$ cat src/rtl/gpio_irq_pkg.sv
package gpio_irq_pkg;

  localparam int REG_W        = 32;
  localparam int CFG_OE_BIT   = 0;
  localparam int CFG_IE_BIT   = 1;
  localparam int CFG_MODE_LSB = 5;
  localparam int MODE_W       = 3;

  localparam logic [MODE_W-1:0] TRIG_LVL_HI = 3'd0;
  localparam logic [MODE_W-1:0] TRIG_LVL_LO = 3'd1;
  localparam logic [MODE_W-1:0] TRIG_RISE   = 3'd2;
  localparam logic [MODE_W-1:0] TRIG_FALL   = 3'd3;
  localparam logic [MODE_W-1:0] TRIG_BOTH   = 3'd4;

  typedef struct packed {
    logic [MODE_W-1:0] mode;
    logic              ie;
    logic              oe;
  } pin_cfg_t;

  // Trigger condition for one pin, from current and previous synchronized value
  function automatic logic trig_hit(logic [MODE_W-1:0] mode, logic cur, logic prev);
    case (mode)
      TRIG_LVL_HI: trig_hit = cur;
      TRIG_LVL_LO: trig_hit = !cur;
      TRIG_RISE:   trig_hit = cur && !prev;
      TRIG_FALL:   trig_hit = !cur && prev;
      TRIG_BOTH:   trig_hit = cur ^ prev;
      default:     trig_hit = 1'b0;
    endcase
  endfunction

  function automatic logic mode_valid(logic [MODE_W-1:0] mode);
    mode_valid = (mode <= TRIG_BOTH);
  endfunction

  function automatic pin_cfg_t cfg_unpack(logic [REG_W-1:0] w);
    pin_cfg_t c;
    c.oe   = w[CFG_OE_BIT];
    c.ie   = w[CFG_IE_BIT];
    c.mode = w[CFG_MODE_LSB +: MODE_W];
    cfg_unpack = c;
  endfunction

  function automatic logic [REG_W-1:0] cfg_pack(pin_cfg_t c);
    logic [REG_W-1:0] w;
    w = '0;
    w[CFG_OE_BIT]               = c.oe;
    w[CFG_IE_BIT]               = c.ie;
    w[CFG_MODE_LSB +: MODE_W]   = c.mode;
    cfg_pack = w;
  endfunction

endpackage

$ cat src/rtl/gpio_sync.sv
module gpio_sync #(
  parameter int WIDTH = 32
) (
  input  logic             clk,
  input  logic             rst_n,
  input  logic [WIDTH-1:0] d_async,
  output logic [WIDTH-1:0] q_sync
);
  logic [WIDTH-1:0] meta_q;

  always_ff @(posedge clk or negedge rst_n) begin
    if (!rst_n) begin
      meta_q <= '0;
      q_sync <= '0;
    end else begin
      meta_q <= d_async;
      q_sync <= meta_q;
    end
  end
endmodule

$ cat src/rtl/gpio_pin_detect.sv
module gpio_pin_detect
  import gpio_irq_pkg::*;
(
  input  logic              clk,
  input  logic              rst_n,
  input  logic              cur,
  input  logic [MODE_W-1:0] mode,
  output logic              hit
);
  logic prev_q;

  always_ff @(posedge clk or negedge rst_n) begin
    if (!rst_n) prev_q <= 1'b0;
    else        prev_q <= cur;
  end

  assign hit = trig_hit(mode, cur, prev_q);
endmodule

$ cat src/rtl/gpio_irq_detector.sv
module gpio_irq_detector
  import gpio_irq_pkg::*;
#(
  parameter  int NUM_PINS = 32,
  localparam int ADDR_W   = $clog2(NUM_PINS + 2)
) (
  input  logic                clk,
  input  logic                rst_n,
  input  logic [NUM_PINS-1:0] pin_in,
  input  logic                wr_en,
  input  logic [ADDR_W-1:0]   wr_addr,
  input  logic [REG_W-1:0]    wr_data,
  input  logic [ADDR_W-1:0]   rd_addr,
  output logic [REG_W-1:0]    rd_data,
  output logic [NUM_PINS-1:0] irq_out
);
  localparam logic [ADDR_W-1:0] STAT_ADDR = ADDR_W'(NUM_PINS);
  localparam logic [ADDR_W-1:0] IN_ADDR   = ADDR_W'(NUM_PINS + 1);

  pin_cfg_t            cfg_q [NUM_PINS];
  logic [NUM_PINS-1:0] sync_v;
  logic [NUM_PINS-1:0] det_vec;
  logic [NUM_PINS-1:0] clr_vec;
  logic [NUM_PINS-1:0] ie_vec;
  logic [NUM_PINS-1:0] mode_ok_vec;
  logic [NUM_PINS-1:0] pend_q;

  gpio_sync #(.WIDTH(NUM_PINS)) u_sync (
    .clk     (clk),
    .rst_n   (rst_n),
    .d_async (pin_in),
    .q_sync  (sync_v)
  );

  for (genvar p = 0; p < NUM_PINS; p++) begin : g_pin
    always_ff @(posedge clk or negedge rst_n) begin
      if (!rst_n)
        cfg_q[p] <= '0;
      else if (wr_en && wr_addr == ADDR_W'(p))
        cfg_q[p] <= cfg_unpack(wr_data);
    end

    gpio_pin_detect u_det (
      .clk   (clk),
      .rst_n (rst_n),
      .cur   (sync_v[p]),
      .mode  (cfg_q[p].mode),
      .hit   (det_vec[p])
    );

    assign ie_vec[p]      = cfg_q[p].ie;
    assign mode_ok_vec[p] = mode_valid(cfg_q[p].mode);
  end

  assign clr_vec = (wr_en && wr_addr == STAT_ADDR) ? wr_data[NUM_PINS-1:0] : '0;

  // Set has priority over clear
  always_ff @(posedge clk or negedge rst_n) begin
    if (!rst_n) pend_q <= '0;
    else        pend_q <= (pend_q & ~clr_vec) | det_vec;
  end

  assign irq_out = pend_q & ie_vec;

  always_comb begin
    rd_data = '0;
    for (int p = 0; p < NUM_PINS; p++)
      if (rd_addr == ADDR_W'(p)) rd_data = cfg_pack(cfg_q[p]);
    if (rd_addr == STAT_ADDR) rd_data[NUM_PINS-1:0] = pend_q;
    if (rd_addr == IN_ADDR)   rd_data[NUM_PINS-1:0] = sync_v;
  end
endmodule


$ cat config.mk
export PLATFORM = sky130hd
export DESIGN_NAME = gpio_irq_detector
export DESIGN_NICKNAME = d
export VERILOG_FILES = /design/src/rtl/gpio_irq_pkg.sv /design/src/rtl/gpio_sync.sv /design/src/rtl/gpio_pin_detect.sv /design/src/rtl/gpio_irq_detector.sv
export SDC_FILE = /design/constraint.sdc
export NUM_CORES = 1
export LEC_CHECK = 0
export CORE_MARGIN = 1
export CORE_UTILIZATION = 60
export CTS_BUF_LIST = sky130_fd_sc_hd__clkbuf_4
export CTS_CLUSTER_DIAMETER = 30
export DETAILED_ROUTE_END_ITERATION = 16
export PLACE_DENSITY = 0.83
export SYNTH_ARGS = -nofsm -noshare
export SYNTH_HDL_FRONTEND = slang
export SYNTH_SLANG_ARGS = --single-unit
$ cat constraint.sdc
create_clock -name clk -period 2.5 [get_ports clk]
set_clock_uncertainty 0.1 [all_clocks]
set_input_delay 0.25 -clock clk [delete_from_list [all_inputs] [get_ports clk]]
set_output_delay 0.25 -clock clk [all_outputs]
set_load 0.02 [all_outputs]
==> reports/results.ini <==
[worst_setup_path]
required_ns = 2.15
crit_fanout = 2
crit_start = cfg_q[144]
cp_cell_sequence = mux4_2 -> nand2_1 -> a22oi_2 -> o21a_1 -> o211ai_1 -> a31oi_2 -> buf_2
timing_worst_setup_path_type = reg2out
cpMaxStageDelayCell = mux4_2
end_kind = output pin
reg2reg_from = g_pin[29].u_det.prev_q
cp_data_arrival_time_ns = 2.65
cpPeakStageDelay_ns = 0.51
cp-start-kind = register

[pwr]
seqPwrFrac_pct = 43.8
max-vdd-ir-drop_v = 0.000612
p_int_mw = 8.77
power_frac_comb_pct = 21.1
power_density_mw_per_mm2 = 620
power_leakage_nw = 9.53
power_frac_clock_pct = 35.0
p_total_mw = 12.6
power_switching_mw = 3.85
p_sw_share_pct = 30.5

[die]
die_area_mm2 = 0.0256
die_x_um = 160
fp.coreArea_mm2 = 0.0244
die_h_um = 160
start_util_pct = 61.3
io_pins = 143
fp-row-count = 57

[clock_tree]
clock_latency_ns = 0.71
clk_pin_slew_worst_paths_ns = 0.06
cts_max_level = 3
cts_tree = built
cts.sinks = 288
cts-root-buf = clkbuf_4
cts_buffers = 78
ctsLongestPathBuffers = 3

[worst_hold_path]
min_from = wr_data[28]
hp-class = in2reg

[grt]
grt_max_degree = 78
grt_pass1_vias = 14200
grt_usage_pct = 40.1
overflow = 0
antenna_found_initial = 1
grt_pass1_wl_um = 78100

[logic_synthesis]
synth_seq_area_share_pct = 48.2
synth_compound_area_share_pct = 13.3
synthTopCellsByCount = 288 x dfrtp_1, 168 x mux2_2, 152 x nand2_1
synth.area.mux_share_pct = 15.0
synth-adder-area-share_pct = 5.36
synthSimpleGateAreaFrac_pct = 13.9
syn_area_per_cell_um2 = 10.6
yosysTopAreaCell = dfrtp_1
syn-instance-count = 1405
synth_flop_cell = dfrtp_1
netlist_area_mm2 = 0.0150
synth-seq-cells = 288
synth_area_leaders = dfrtp_1 48%, mux2_2 13%, ha_1 5.4%
synth_xor_area_share_pct = 0.0586
synth_top_family_by_area = multiplexers
synth_edf_count = 0
synth_cell_types = 76
async_reset_ff_share_pct = 100
synth_top_cell_area_share_pct = 48.2
syn_nets = 1548
yosys_warnings = 0
synth_most_common_cell = dfrtp_1

[layout]
fill_cells = 1319
finalNetCount = 1994
synthToLayoutAreaGrowth_pct = 36.0
area.sequential_mm2 = 0.00721
final_area_mm2 = 0.0203
drive_gt1_share_pct = 35.8
multi_input_area_mm2 = 0.00740
finalNonFillerCells = 2232
final_util_pct = 83.4

[placed_design]
portBuffers = 142
dp_hpwl_um = 34700
gp_congestion = 0.952
dp_cells = 2033
place_area_mm2 = 0.0184

[routing]
drtAntennaViolNets = 0
vias = 13800
dr.first_iter.drc_count = 1246
first_pass_iters = 5
routed_wirelength_um = 52900
viasPerCell = 6.19
wl_per_cell_um = 23.7
drc = 0

[timing]
fmax_mhz = 333
finalSetupViolations = 24
drv_slew = 0
hold_viol = 0
slew_headroom_pct = 54.8
worstMarginPinSlew_ns = 0.679
rsz0062_at_grt = true
finalWorstSetupSlack_ns = -0.501
finalCritPeriodShare_pct = 120
min_period_ns = 3.00
tns_ns = -2.47

[status]
status = finished with violations
violations = negative setup slack

[job]
drv_cap = 0

==> through the flow <==
step                setup WS (ns)  hold WS (ns)
floorplan                   0.290        -0.146
global placement           -0.919         0.183
detailed placement         -0.931         0.191
CTS                        -0.493       0.00979
global route               -0.567        0.0381
finish                     -0.501        0.0324
==> final cells by class <==
class	count	area share (%)
diodes	1	0.0123
well taps	324	1.99
clock buffers	116	4.28
multi-input cells	978	36.4
repair buffers	438	19.9
inverters	67	1.24
flip-flops and latches	288	35.4
clock inverters	20	0.751
==> worst max-delay path, delay by kind of cell (launching register included) <==
kind / cells / cell delay (ns)
mux: 1 / 0.51
simple gates: 1 / 0.09
compound gates: 4 / 0.77
buf+inv: 1 / 0.19
flops: 1 / 0.39
==> worst paths after layout <==
check                               endpoint  slack, ns  cells after the start
min                               pend_q[28]       0.03                      4
max                               rd_data[7]      -0.50                      7
max in group asynchronous          cfg_q[56]       1.43                      3
min in group asynchronous         cfg_q[118]       0.06                      2
max reg2reg                       pend_q[29]       0.72                      6
min reg2reg                u_sync.q_sync[26]       0.25                      0
==> cells in the final DEF (no fill, tap or decap), drive strengths merged, types with 9 or more instances in the layout <==
master	count
buf	298
dfrtp	288
mux2	171
nand2	153
clkbuf	116
clkdlybuf4s50	103
nor2	95
a21oi	84
o21ai	68
inv	67
ha	64
a211oi	61
nor3	47
and2	35
dlygate4sd3	34
nand2b	19
mux2i	18
clkinv	17
a31oi	14
o22ai	11
nand3	11
o211ai	9
nor2b	9
==> per-layer routing <==
metal	GRT usage (%)	vias up	wire, um
met2	67.7	748	25900
met4	18.9	0	2820
li1	-	5978	-
met1	50.1	6862	20200
met5	0	-	0
met3	7.30	222	3970
==> logic make-up (layout without fill, tap and decap cells) <==
| family | count (synthesis) | after routing |
|---|---|---|
| flip-flops | 288 | 288 |
| XOR/XNOR | 1 | 1 |
| other | 0 | 1 |
| AO/OA/AOI/OAI | 307 | 307 |
| AND/OR/NAND/NOR | 411 | 411 |
| buffers and inverters | 139 | 641 |
| multiplexers | 195 | 195 |
| adder cells (fa/ha/maj) | 64 | 64 |
==> power by group through the flow <==
stage	clock network, mW	registers, mW	logic [mW]
2_1_floorplan	0	5.47	1.23
3_3_place_gp	0	5.55	2.33
3_5_place_dp	0	5.58	2.42
4_1_cts	4.41	5.50	2.55
5_1_grt	4.67	5.56	2.85
6_report	4.42	5.53	2.67
==> state kept, by name (all words and copies together) (netlist names) <==
signal / cells
u_sync.q_sync: 32
pend_q: 32
cfg_q: 160
u_sync.meta_q: 32
g_pin.u_det.prev_q: 32
==> what timing repair did <==
action	in CTS	in global routing
hold buffers	34	0
pin swaps	19	16
endpoints found under the hold margin	301	0
endpoints found under the setup margin	32	32
buffers inserted	19	8
cloned	3	0
resized for setup	200	124
(Power assumes the default switching activity.)
